--- src/rtl/irq_pend_pkg.sv ---
package irq_pend_pkg;

    // Delivery state held by the output stage.
    typedef struct packed {
        logic line;
        logic pulse;
    } dlv_t;

    // Width of one source bit-position field in the position vector.
    localparam int POS_FIELD_W = 8;

endpackage

--- src/rtl/irq_pend_merge.sv ---
module irq_pend_merge
    import irq_pend_pkg::*;
#(
    parameter int STAT_W = 32,
    parameter int NSRC = 2,
    parameter logic [NSRC*POS_FIELD_W-1:0] SRC_POS = {8'd8, 8'd0}
) (
    input  logic [NSRC-1:0]   src_done,
    input  logic              raise_we,
    input  logic [STAT_W-1:0] raise_mask,
    output logic [STAT_W-1:0] raise_vec,
    output logic              raise_evt
);

    logic [STAT_W-1:0] src_part [NSRC];

    // One fixed status bit per hardware source.
    for (genvar i = 0; i < NSRC; i++) begin : g_src
        assign src_part[i] = src_done[i]
            ? (STAT_W'(1) << SRC_POS[i*POS_FIELD_W +: POS_FIELD_W])
            : '0;
    end

    always_comb begin
        raise_vec = raise_we ? raise_mask : '0;
        for (int i = 0; i < NSRC; i++) begin
            raise_vec = raise_vec | src_part[i];
        end
        raise_evt = raise_we | (|src_done);
    end

endmodule

--- src/rtl/irq_pend_core.sv ---
module irq_pend_core #(
    parameter int STAT_W = 32
) (
    input  logic              clk,
    input  logic              rst_n,
    input  logic [STAT_W-1:0] raise_vec,
    input  logic              ack_we,
    input  logic [STAT_W-1:0] ack_mask,
    output logic [STAT_W-1:0] stat_q_o,
    output logic              nz_next
);

    typedef struct packed {
        logic [STAT_W-1:0] stat;
    } core_t;

    core_t st_d, st_q;

    always_comb begin
        st_d = st_q;
        // Clear first, then set: a raise beats an acknowledge on the same bit.
        if (ack_we) begin
            st_d.stat = st_d.stat & ~ack_mask;
        end
        st_d.stat = st_d.stat | raise_vec;
        nz_next   = |st_d.stat;
    end

    always_ff @(posedge clk) begin
        if (!rst_n) begin
            st_q <= '0;
        end else begin
            st_q <= st_d;
        end
    end

    assign stat_q_o = st_q.stat;

endmodule

--- src/rtl/irq_pend_deliver.sv ---
module irq_pend_deliver
    import irq_pend_pkg::*;
(
    input  logic clk,
    input  logic rst_n,
    input  logic msg_mode,
    input  logic raise_evt,
    input  logic ack_we,
    input  logic nz_next,
    output logic line_o,
    output logic pulse_o
);

    dlv_t dv_d, dv_q;

    always_comb begin
        dv_d       = dv_q;
        dv_d.pulse = 1'b0;
        if (raise_evt && nz_next) begin
            if (msg_mode) begin
                dv_d.pulse = 1'b1;
            end else begin
                dv_d.line = 1'b1;
            end
        end else if (ack_we && !nz_next && !msg_mode) begin
            dv_d.line = 1'b0;
        end
    end

    always_ff @(posedge clk) begin
        if (!rst_n) begin
            dv_q <= '0;
        end else begin
            dv_q <= dv_d;
        end
    end

    assign line_o  = dv_q.line;
    assign pulse_o = dv_q.pulse;

endmodule

--- src/rtl/irq_pend_ctrl.sv ---
module irq_pend_ctrl
    import irq_pend_pkg::*;
#(
    parameter int STAT_W = 32,
    parameter int NSRC = 2,
    parameter logic [NSRC*POS_FIELD_W-1:0] SRC_POS = {8'd8, 8'd0}
) (
    input  logic              clk,
    input  logic              rst_n,
    input  logic              msg_mode,
    input  logic [NSRC-1:0]   src_done,
    input  logic              raise_we,
    input  logic [STAT_W-1:0] raise_mask,
    input  logic              ack_we,
    input  logic [STAT_W-1:0] ack_mask,
    output logic [STAT_W-1:0] pend,
    output logic              irq_line,
    output logic              irq_pulse
);

    logic [STAT_W-1:0] raise_vec;
    logic              raise_evt;
    logic              nz_next;

    irq_pend_merge #(
        .STAT_W (STAT_W),
        .NSRC   (NSRC),
        .SRC_POS(SRC_POS)
    ) u_merge (
        .src_done  (src_done),
        .raise_we  (raise_we),
        .raise_mask(raise_mask),
        .raise_vec (raise_vec),
        .raise_evt (raise_evt)
    );

    irq_pend_core #(
        .STAT_W(STAT_W)
    ) u_core (
        .clk      (clk),
        .rst_n    (rst_n),
        .raise_vec(raise_vec),
        .ack_we   (ack_we),
        .ack_mask (ack_mask),
        .stat_q_o (pend),
        .nz_next  (nz_next)
    );

    irq_pend_deliver u_dlv (
        .clk      (clk),
        .rst_n    (rst_n),
        .msg_mode (msg_mode),
        .raise_evt(raise_evt),
        .ack_we   (ack_we),
        .nz_next  (nz_next),
        .line_o   (irq_line),
        .pulse_o  (irq_pulse)
    );

endmodule

--- config.mk ---
export PLATFORM = sky130hd
export DESIGN_NAME = irq_pend_ctrl
export DESIGN_NICKNAME = d
export VERILOG_FILES = /design/src/rtl/irq_pend_pkg.sv /design/src/rtl/irq_pend_merge.sv /design/src/rtl/irq_pend_core.sv /design/src/rtl/irq_pend_deliver.sv /design/src/rtl/irq_pend_ctrl.sv
export SDC_FILE = /design/constraint.sdc
export NUM_CORES = 1
export LEC_CHECK = 0
export ABC_AREA = 1
export BUFFER_PORTS_ARGS = -buffer_cell sky130_fd_sc_hd__clkbuf_2
export CELL_PAD_IN_SITES_DETAIL_PLACEMENT = 1
export CELL_PAD_IN_SITES_GLOBAL_PLACEMENT = 1
export CORE_AREA = 2 2 88 90
export DETAILED_ROUTE_END_ITERATION = 10
export DIE_AREA = 0 0 90 92
export GPL_ROUTABILITY_DRIVEN = 0
export GPL_TIMING_DRIVEN = 1
export HOLD_SLACK_MARGIN = 0.03
export MAX_ROUTING_LAYER = met4
export PLACE_DENSITY_LB_ADDON = 0.1
export SLEW_MARGIN = 20
export SYNTH_ARGS = -nofsm -noshare
export SYNTH_HDL_FRONTEND = slang
export SYNTH_SLANG_ARGS = --single-unit
--- constraint.sdc ---
create_clock -name clk -period 1.4 [get_ports clk]
set_clock_uncertainty 0.05 [all_clocks]
set_input_delay 0.28 -clock clk [delete_from_list [all_inputs] [get_ports clk]]
set_output_delay 0.28 -clock clk [all_outputs]
set_load 0.01 [all_outputs]
==> metrics.cfg, run 1 <==
[pwr]
power_frac_comb_pct = 22.7
pwr-share-clk_pct = 36.6
p_leak_nw = 1.54
power.density_mw_per_mm2 = 972
p_int_mw = 1.89
switching_share_pct = 28.0
power.share.sequential_pct = 40.8
peakVddDrop_v = 0.000393
p_switching_uw = 733

[clock_network]
numCtsBuffers = 5
clk_pin_slew_ns = 0.07
cts_tree = yes
clk_latency_ns = 0.29
cts-root-buf = clkbuf_8
clock-sinks = 34
cts_max_path_buffers = 2
cts_max_level = 2

[die]
core_region_area_mm2 = 0.00745
dieArea_mm2 = 0.00828
die_h_um = 92
row_count = 32
initial_utilization_pct = 22.7
die_w_um = 90
pin_count = 105

[hold_path]
holdPathStages = 3
worstHoldPathType = in -> reg

[grt]
grt_usage_pct = 15.5
grt_pass1_vias = 2106
grt_pass1_wl_um = 9830
grt_max_degree = 34
grt_antenna_before_repair = 0
grt-ovfl-total = 0

[timing]
min_period_ns = 1.26
tightest_slew_ns = 0.281
post-route-period-util_pct = 89.8
max_freq_ghz = 0.795
hold_viol = 0
slew_headroom_pct = 81.1
rsz0062_at_grt = true
setup_viol = 0
holdWs_ns = 0.191
drv_slew = 0
setup_tns_ns = 0

[run]
maxCapViolCount = 0

[synth]
yosys.area.top_type = dfxtp_1
yosysSeqAreaShare_pct = 40.2
synth_area_leaders = dfxtp_1 40%, nand2_1 32%, nor2_1 9.7%
syn_nets = 355
synth_cells = 284
synth_area_per_cell_um2 = 5.97
ys_seq_elements = 34
synth_top_area_share_pct = 40.2
ys_warn_count = 0
netlist_area_mm2 = 0.00169
ys_types = 15

[worst_setup_path]
worstPathRequired_ns = 1.54
rr_worst_depth = 10
crit_fanout = 3
cp_slowest_stage_delay_ns = 0.32
cp_common_cell = nand2_1
path_cells = inv_1 -> a21oi_2 -> nor2_2 -> nand3_1 -> nor2_1 -> nand2_1 -> nor2_2 -> nand2_1 -> nand2_1 -> nand2_1
worstSetupEndpointType = flip-flop
cp.arrival_ns = 1.40
cpMaxStageDelayCell = dfxtp_2
start_kind = flip-flop
criticalPathCategory = reg -> reg

[place]
numPortBuffers = 104
place_inst = 494
post-dp-hpwl_um = 4670
place_area_mm2 = 0.00241

[final_layout]
layout_common_cells = 135 x nand2_1, 103 x clkbuf_2, 35 x nor2_1
instances_no_fill = 506
layout_commonest_cell = nand2_1
synthToLayoutAreaGrowth_pct = 59.1
antenna_cells = 0
fin_nets = 475
finalInstanceArea_mm2 = 0.00270
drive_gt1_share_pct = 40.1

[routing]
vias = 2065
ant_nets = 0
wl_per_cell_um = 12.4
first_pass_iters = 3
via_per_inst = 4.08
drt_iter0_drc = 21
drc = 0
wl_um = 6300

[outcome]
status = finished clean

==> registers in the layout, indices dropped and copies added (netlist names) <==
name	count
u_core.stat_q_o	32
u_dlv.line_o	1
u_dlv.pulse_o	1
==> final cells by class <==
class / instances / area [um^2]
multi-input cells: 210 / 871
repair buffers: 124 / 783
flip-flops and latches: 34 / 692
fillers: 1013 / 4750
clock inverters: 1 / 30.0
clock buffers: 6 / 82.6
inverters: 29 / 109
well taps: 102 / 128
==> worst paths after layout <==
| kind | slack [ns] | start | endpoint |
|---|---|---|---|
| min reg2reg | 0.42 | u_core.stat_q_o[16]$_SDFF_PN0_ | u_core.stat_q_o[16]$_SDFF_PN0_ |
| max | 0.14 | u_core.stat_q_o[8]$_SDFF_PN0_ | u_dlv.line_o$_SDFFE_PN0P_ |
| max reg2reg | 0.14 | u_core.stat_q_o[8]$_SDFF_PN0_ | u_dlv.line_o$_SDFFE_PN0P_ |
| min | 0.19 | raise_mask[16] | u_core.stat_q_o[16]$_SDFF_PN0_ |
==> routing by layer <==
layer	track usage [%]	vias up	routed length, um
met3	3.62	9	302
met1	18.7	921	2990
li1	-	1075	-
met5	-	-	0
met2	25.8	60	2940
met4	4.62	0	70
==> power by group through the flow <==
stage                     logic (mW)  registers, mW  clock network (mW)
after floorplan                0.244           1.11                   0
after global placement         0.537           1.09                   0
after detailed placement       0.543           1.09                   0
after CTS                      0.546           1.07               0.988
after global routing           0.676           1.08                1.04
final                          0.594           1.07               0.958
==> worst max-delay path, delay by kind of cell, from the launching register on <==
family / cells / cell delay (ns)
simple gates: 8 / 0.69
compound gates: 1 / 0.04
flops: 1 / 0.32
buf+inv: 1 / 0.06
==> metrics by stage <==
stage                     power, mW  util, %  worst slack (ns)
after floorplan                1.36        -            0.0284
after global placement         1.62     32.3            -0.241
after detailed placement       1.63     32.3            -0.287
after CTS                      2.60     33.8            0.0285
after global routing           2.79     36.2           -0.0309
final                          2.62     36.2             0.142
==> logic make-up after synthesis <==
| logic type | after synthesis | synth area share (%) |
|---|---|---|
| AND/OR/NAND/NOR | 195 | 43.8 |
| AO/OA/AOI/OAI | 15 | 4.58 |
| buffers and inverters | 40 | 11.4 |
| flip-flops | 34 | 40.2 |
==> Yosys cell counts (all sizes together) <==
cell type / number
a21oi: 14
buf: 9
clkbuf: 2
dfxtp: 34
inv: 29
nand2: 146
nand3: 3
nor2: 45
nor3: 1
o31ai: 1
==> what timing repair did <==
action                     CTS  global route
gates resized for setup      0            37
setup endpoints to repair    0             2
hold buffers                 0             0
buffers inserted             0             2
(Power assumes the default switching activity.)
==> run 2, diff against run 1 <==
--- a/config.mk
+++ b/config.mk
@@ -8,15 +8,15 @@
 export ABC_AREA = 1
 export BUFFER_PORTS_ARGS = -buffer_cell sky130_fd_sc_hd__clkbuf_2
 export CELL_PAD_IN_SITES_DETAIL_PLACEMENT = 1
-export CELL_PAD_IN_SITES_GLOBAL_PLACEMENT = 1
-export CORE_AREA = 2 2 88 90
+export CELL_PAD_IN_SITES_GLOBAL_PLACEMENT = 2
+export CORE_AREA = 2 2 101 103
 export DETAILED_ROUTE_END_ITERATION = 10
-export DIE_AREA = 0 0 90 92
+export DIE_AREA = 0 0 103 105
 export GPL_ROUTABILITY_DRIVEN = 0
 export GPL_TIMING_DRIVEN = 1
-export HOLD_SLACK_MARGIN = 0.03
 export MAX_ROUTING_LAYER = met4
 export PLACE_DENSITY_LB_ADDON = 0.1
+export REMOVE_ABC_BUFFERS = 1
 export SLEW_MARGIN = 20
 export SYNTH_ARGS = -nofsm -noshare
 export SYNTH_HDL_FRONTEND = slang
==> run 2 against run 1 <==
Against the previous run: combinational power fell by 3.7%; sequential cell count did not move; maximum frequency fell by 0.70%; worst hold slack improved by 0.0066 ns; cell count rose by 6.3%.
==> metrics.cfg, run 2 (synthesis gave the netlist of run 1 again) <==
[die]
initial_utilization_pct = 17.6  ; was 22.7%
row_count = 36  ; was 32
die_w_um = 103  ; was 90 um
dieArea_mm2 = 0.0108  ; was 0.00828 mm^2
core_region_area_mm2 = 0.00964  ; was 0.00745 mm^2
die_h_um = 105  ; was 92 um
pin_count = 105  ; unchanged

[clock_network]
cts_tree = yes  ; unchanged
numCtsBuffers = 5  ; unchanged
hold_buffers = 0  ; unchanged
cts_max_level = 2  ; unchanged
clock-sinks = 34  ; unchanged
cts-root-buf = clkbuf_8  ; unchanged
clk_pin_slew_ns = 0.08  ; was 0.07 ns
cts_max_path_buffers = 2  ; unchanged
clk_latency_ns = 0.29  ; about the same

[worst_setup_path]
cpMaxStageDelayCell = dfxtp_1  ; was dfxtp_2
worstSetupEndpointType = flip-flop  ; unchanged
worstPathRequired_ns = 1.55  ; was 1.54 ns
cp.arrival_ns = 1.41  ; was 1.40 ns
cp_common_cell = nand2_1  ; unchanged
crit_fanout = 2  ; was 3
criticalPathCategory = reg -> reg  ; unchanged
path_cells = nand2_1 -> nand2_1 -> nor2_1 -> nand2_1 -> nor2_4 -> nand2_2 -> nor2_4 -> nand2_2 -> nand2_1 -> nand2_1  ; was inv_1 -> a21oi_2 -> nor2_2 -> nand3_1 -> nor2_1 -> nand2_1 -> nor2_2 -> nand2_1 -> nand2_1 -> nand2_1
start_kind = flip-flop  ; unchanged
cp_slowest_stage_delay_ns = 0.32  ; about the same

[pwr]
power.density_mw_per_mm2 = 903  ; was 972 mW/mm^2
p_total_mw = 2.43  ; was 2.62 mW
p_leak_nw = 1.52  ; was 1.54 nW
peakVddDrop_v = 0.000272  ; was 0.000393 V

[grt]
grt_pass1_vias = 2040  ; was 2,106
grt_max_degree = 34  ; unchanged
grt_usage_pct = 11.8  ; was 15.5%
grt-ovfl-total = 0  ; unchanged
grt_antenna_before_repair = 0  ; unchanged
grt_pass1_wl_um = 9670  ; was 9830 um

[routing]
vias = 1995  ; was 2,065
ant_nets = 0  ; unchanged
wl_per_cell_um = 11.6  ; was 12.4 um
via_per_inst = 3.71  ; was 4.08
wl_um = 6240  ; was 6300 um
drc = 0  ; unchanged
first_pass_iters = 3  ; unchanged
drt_iter0_drc = 34  ; was 21

[final_layout]
layout_common_cells = 138 x nand2_1, 103 x clkbuf_2, 39 x nor2_1  ; was 135 x nand2_1, 103 x clkbuf_2, 35 x nor2_1
finalInstanceArea_mm2 = 0.00269  ; was 0.00270 mm^2
layout_commonest_cell = nand2_1  ; unchanged
nFillCells = 1294  ; was 1,013
antenna_cells = 0  ; unchanged
synthToLayoutAreaGrowth_pct = 58.5  ; was 59.1%
drive_gt1_share_pct = 37.3  ; was 40.1%
fin_nets = 475  ; unchanged
largest_reg_flops = 32  ; unchanged

[timing]
setup_viol = 0  ; unchanged
slew_headroom_pct = 78.1  ; was 81.1%
hold_viol = 0  ; unchanged
max_freq_ghz = 0.790  ; was 0.795 GHz
tightest_slew_ns = 0.326  ; was 0.281 ns
post-route-period-util_pct = 90.5  ; was 89.8%
drv_slew = 0  ; unchanged
min_period_ns = 1.27  ; was 1.26 ns
setup_tns_ns = 0  ; unchanged

[outcome]
status = finished clean  ; unchanged

[run]
maxCapViolCount = 0  ; unchanged

[place]
place_area_mm2 = 0.00247  ; was 0.00241 mm^2
numPortBuffers = 104  ; unchanged
post-dp-hpwl_um = 4630  ; was 4670 um

[hold_path]
worstHoldPathType = in -> reg  ; unchanged

[run 2: metal layers]
metal / GRT usage, % / vias up / routed length, um / share of wire, %
li1: - / 1071 / - / -
met1: 14.9 / 858 / 2930 / 47
met2: 18.5 / 61 / 2860 / 46
met3: 2.81 / 5 / 372 / 6.0
met4: 3.67 / 0 / 79 / 1.3
met5: - / - / 0 / 0
[run 2: area by class of cell]
cell class	instances	area (um^2)	area share, %
Multi-Input combinational cell	210	863	32.2
Timing Repair Buffer	124	769	28.7
Sequential cell	34	686	25.5
Tap cell	133	166	6.20
Inverter	29	109	4.05
Clock buffer	7	86.3	3.22
Clock inverter	1	5.00	0.186
[run 2: worst paths after layout]
path	start	to	slack [ns]	cells after the start
worst max-delay path	u_core.stat_q_o[30]$_SDFF_PN0_	u_dlv.line_o$_SDFFE_PN0P_	0.13	10
worst min-delay path	raise_mask[16]	u_core.stat_q_o[16]$_SDFF_PN0_	0.20	3
worst max register to register	u_core.stat_q_o[30]$_SDFF_PN0_	u_dlv.line_o$_SDFFE_PN0P_	0.13	10
worst min register to register	u_core.stat_q_o[14]$_SDFF_PN0_	u_core.stat_q_o[14]$_SDFF_PN0_	0.44	2
[run 2: power breakdown]
part           internal [mW]  total [mW]  switching [mW]  leakage (nW)
registers               1.03        1.06          0.0331         0.282
clock network          0.398       0.788           0.391        0.0482
logic                  0.274       0.572           0.299          1.19
[run 2: what timing repair did]
item                                    CTS  global route
setup buffers                             0             0
resized for setup                         0            25
endpoints found under the setup margin    0             2
[run 2: worst max-delay path: cells and delay by family (launching register included)]
kind          cells  cell delay (ns)
simple gates     10             0.79
flops             1             0.32
[run 2: metrics by stage]
stage	setup slack, ns	hold slack (ns)	utilization, %	std cells
after CTS	0.00232	0.187	26.6	535
after global routing	-0.0121	0.209	27.9	538
after floorplan	0.250	0.373	-	273
after detailed placement	-0.307	0.433	25.7	527
final	0.134	0.198	27.9	538
after global placement	-0.267	0.427	25.7	527
==> run 3, diff against run 2 <==
--- a/config.mk
+++ b/config.mk
@@ -7,15 +7,13 @@
 export LEC_CHECK = 0
 export ABC_AREA = 1
 export BUFFER_PORTS_ARGS = -buffer_cell sky130_fd_sc_hd__clkbuf_2
-export CELL_PAD_IN_SITES_DETAIL_PLACEMENT = 1
-export CELL_PAD_IN_SITES_GLOBAL_PLACEMENT = 2
-export CORE_AREA = 2 2 101 103
+export CORE_AREA = 2 2 98 53
 export DETAILED_ROUTE_END_ITERATION = 10
-export DIE_AREA = 0 0 103 105
+export DIE_AREA = 0 0 100 55
 export GPL_ROUTABILITY_DRIVEN = 0
 export GPL_TIMING_DRIVEN = 1
 export MAX_ROUTING_LAYER = met4
-export PLACE_DENSITY_LB_ADDON = 0.1
+export PLACE_DENSITY = 0.73
 export REMOVE_ABC_BUFFERS = 1
 export SLEW_MARGIN = 20
 export SYNTH_ARGS = -nofsm -noshare
==> run 3 against run 2 <==
Against the previous run: via count did not move; critical path type is now in -> reg; worst hold slack improved by 0.0060 ns; cell count down 14%; highest routed layer unchanged; largest power group unchanged; critical path depth grew 3; cell area shrank 6.2%.
==> metrics.cfg, run 3 (synthesis gave the netlist of run 1 again) <==
[final_layout]
fin_nets = 472  ; was 475
post-route-util_pct = 53.7  ; was 27.9%
nFillCells = 493  ; was 1,294
drive_gt1_share_pct = 34.6  ; was 37.3%
instances_no_fill = 462  ; was 538
antenna_cells = 0  ; unchanged
layout_commonest_cell = nand2_1  ; unchanged
largest_reg_flops = 32  ; unchanged
synthToLayoutAreaGrowth_pct = 48.6  ; was 58.5%
layout_common_cells = 143 x nand2_1, 103 x clkbuf_2, 39 x nor2_1  ; was 138 x nand2_1, 103 x clkbuf_2, 39 x nor2_1
finalInstanceArea_mm2 = 0.00252  ; was 0.00269 mm^2

[timing]
slew_headroom_pct = 76.7  ; was 78.1%
max_freq_ghz = 0.773  ; was 0.790 GHz
post-route-period-util_pct = 92.4  ; was 90.5%
min_period_ns = 1.29  ; was 1.27 ns
worst_slack_ns = 0.107  ; was 0.134 ns
setup_viol = 0  ; unchanged
rsz0062_at_grt = true
hold_viol = 0  ; unchanged
setup_tns_ns = 0  ; unchanged
tightest_slew_ns = 0.347  ; was 0.326 ns
drv_slew = 0  ; unchanged
holdWs_ns = 0.204  ; was 0.198 ns

[die]
dieArea_mm2 = 0.00550  ; was 0.0108 mm^2
die_h_um = 55  ; was 105 um
die_w_um = 100  ; was 103 um
core_region_area_mm2 = 0.00468  ; was 0.00964 mm^2
row_count = 18  ; was 36
pin_count = 105  ; unchanged
initial_utilization_pct = 36.2  ; was 17.6%

[pwr]
pwr-share-clk_pct = 31.7  ; was 32.5%
p_int_mw = 1.68  ; was 1.70 mW
power.density_mw_per_mm2 = 936  ; was 903 mW/mm^2
switching_share_pct = 28.6  ; was 29.8%
p_switching_uw = 674  ; was 722 uW
peakVddDrop_v = 0.000383  ; was 0.000272 V
p_total_mw = 2.36  ; was 2.43 mW
power.share.sequential_pct = 45.2  ; was 43.9%
p_leak_nw = 1.50  ; was 1.52 nW
power_frac_comb_pct = 23.1  ; was 23.6%

[grt]
grt_max_degree = 34  ; unchanged
grt-ovfl-total = 0  ; unchanged
grt_usage_pct = 18.8  ; was 11.8%
grt_antenna_before_repair = 0  ; unchanged
grt_pass1_wl_um = 7650  ; was 9670 um
grt_pass1_vias = 1713  ; was 2,040

[clock_network]
cts_max_level = 2  ; unchanged
cts_tree = yes  ; unchanged
cts_max_path_buffers = 2  ; unchanged
hold_buffers = 0  ; unchanged
clk_latency_ns = 0.28  ; was 0.29 ns
clk_pin_slew_ns = 0.07  ; was 0.08 ns
cts-root-buf = clkbuf_8  ; unchanged
numCtsBuffers = 5  ; unchanged
clock-sinks = 34  ; unchanged

[worst_setup_path]
criticalPathCategory = in -> reg  ; was reg -> reg
cp_common_cell = nand2_1  ; unchanged
crit_fanout = 9  ; was 2
path_cells = buf_6 -> clkbuf_16 -> nand2_1 -> nand2_1 -> nand2_1 -> nor2_2 -> nand3_1 -> nor2_1 -> nand2_1 -> nor2_2 -> nand2_1 -> nand2_1 -> nand2_1  ; was nand2_1 -> nand2_1 -> nor2_1 -> nand2_1 -> nor2_4 -> nand2_2 -> nor2_4 -> nand2_2 -> nand2_1 -> nand2_1
start_kind = primary input  ; was flip-flop
crit_family = simple AND/OR/NAND/NOR gates  ; unchanged
cp_slowest_stage_delay_ns = 0.16  ; was 0.32 ns
worstSetupEndpointType = flip-flop  ; unchanged
cp.depth = 13  ; was 10
rr_worst_depth = 10  ; unchanged
worstPathRequired_ns = 1.52  ; was 1.55 ns
cp.arrival_ns = 1.42  ; was 1.41 ns
cp_num_buf_inv = 2  ; was 0
cpMaxStageDelayCell = clkbuf_16  ; was dfxtp_1

[routing]
first_pass_iters = 4  ; was 3
drc = 0  ; unchanged
ant_nets = 0  ; unchanged
wl_per_cell_um = 11.1  ; was 11.6 um
drt_iter0_drc = 35  ; was 34
wl_um = 5120  ; was 6240 um
vias = 1995  ; unchanged
via_per_inst = 4.32  ; was 3.71

[hold_path]
holdPathStages = 3  ; unchanged
worstHoldPathType = in -> reg  ; unchanged

[place]
place_area_mm2 = 0.00234  ; was 0.00247 mm^2
place_inst = 452  ; was 527
numPortBuffers = 104  ; unchanged
post-dp-hpwl_um = 3860  ; was 4630 um
pre_cts_ws_ns = -0.260  ; was -0.307 ns

[outcome]
status = finished clean  ; unchanged

[run]
maxCapViolCount = 0  ; unchanged

[run 3: changes by cell type in the layout (fill, tap and decap cells not counted), sizes merged]
cell	delta
buf	-3
[run 3: worst reg2reg max path: cells and delay by family (launching register included)]
| kind | cells | cell delay (ns) |
|---|---|---|
| DFF | 1 | 0.33 |
| and+or+nand+nor | 10 | 0.81 |
[run 3: power by group through the flow]
stage          combinational, mW  sequential, mW  clock [mW]
5_1_grt                    0.614            1.07       0.810
6_report                   0.544            1.07       0.747
3_3_place_gp               0.504            1.09           0
3_5_place_dp               0.514            1.09           0
2_1_floorplan              0.205            1.11           0
4_1_cts                    0.516            1.07       0.760
[run 3: what timing repair did]
item | in CTS | in global routing
setup buffers | 0 | 0
endpoints found under the setup margin | 0 | 1
hold endpoints to repair | 0 | 0
gates resized for setup | 0 | 15
[run 3: cell type report]
cell class                      instances  area [um^2]  area share, %
Clock inverter                          1         5.00          0.199
Multi-Input combinational cell        210          837           33.3
Sequential cell                        34          683           27.1
Inverter                               29          109           4.32
Tap cell                               60         75.1           2.98
Timing Repair Buffer                  121          722           28.7
Clock buffer                            7         86.3           3.43
[run 3: path summary, 6_finish.rpt]
check / from / to / slack [ns]
setup / recovery: ack_we / u_dlv.line_o$_SDFFE_PN0P_ / 0.11
hold / removal: raise_mask[19] / u_core.stat_q_o[19]$_SDFF_PN0_ / 0.20
setup reg to reg: u_core.stat_q_o[4]$_SDFF_PN0_ / u_dlv.line_o$_SDFFE_PN0P_ / 0.11
hold reg to reg: u_core.stat_q_o[13]$_SDFF_PN0_ / u_core.stat_q_o[13]$_SDFF_PN0_ / 0.45
[run 3: per-layer routing]
layer / up-vias / wire length, um / GRT usage (%)
met4: 0 / 36 / 4.79
met1: 843 / 2660 / 25.1
met2: 76 / 2020 / 28.7
li1: 1070 / - / -
met3: 6 / 398 / 5.28
met5: - / 0 / -
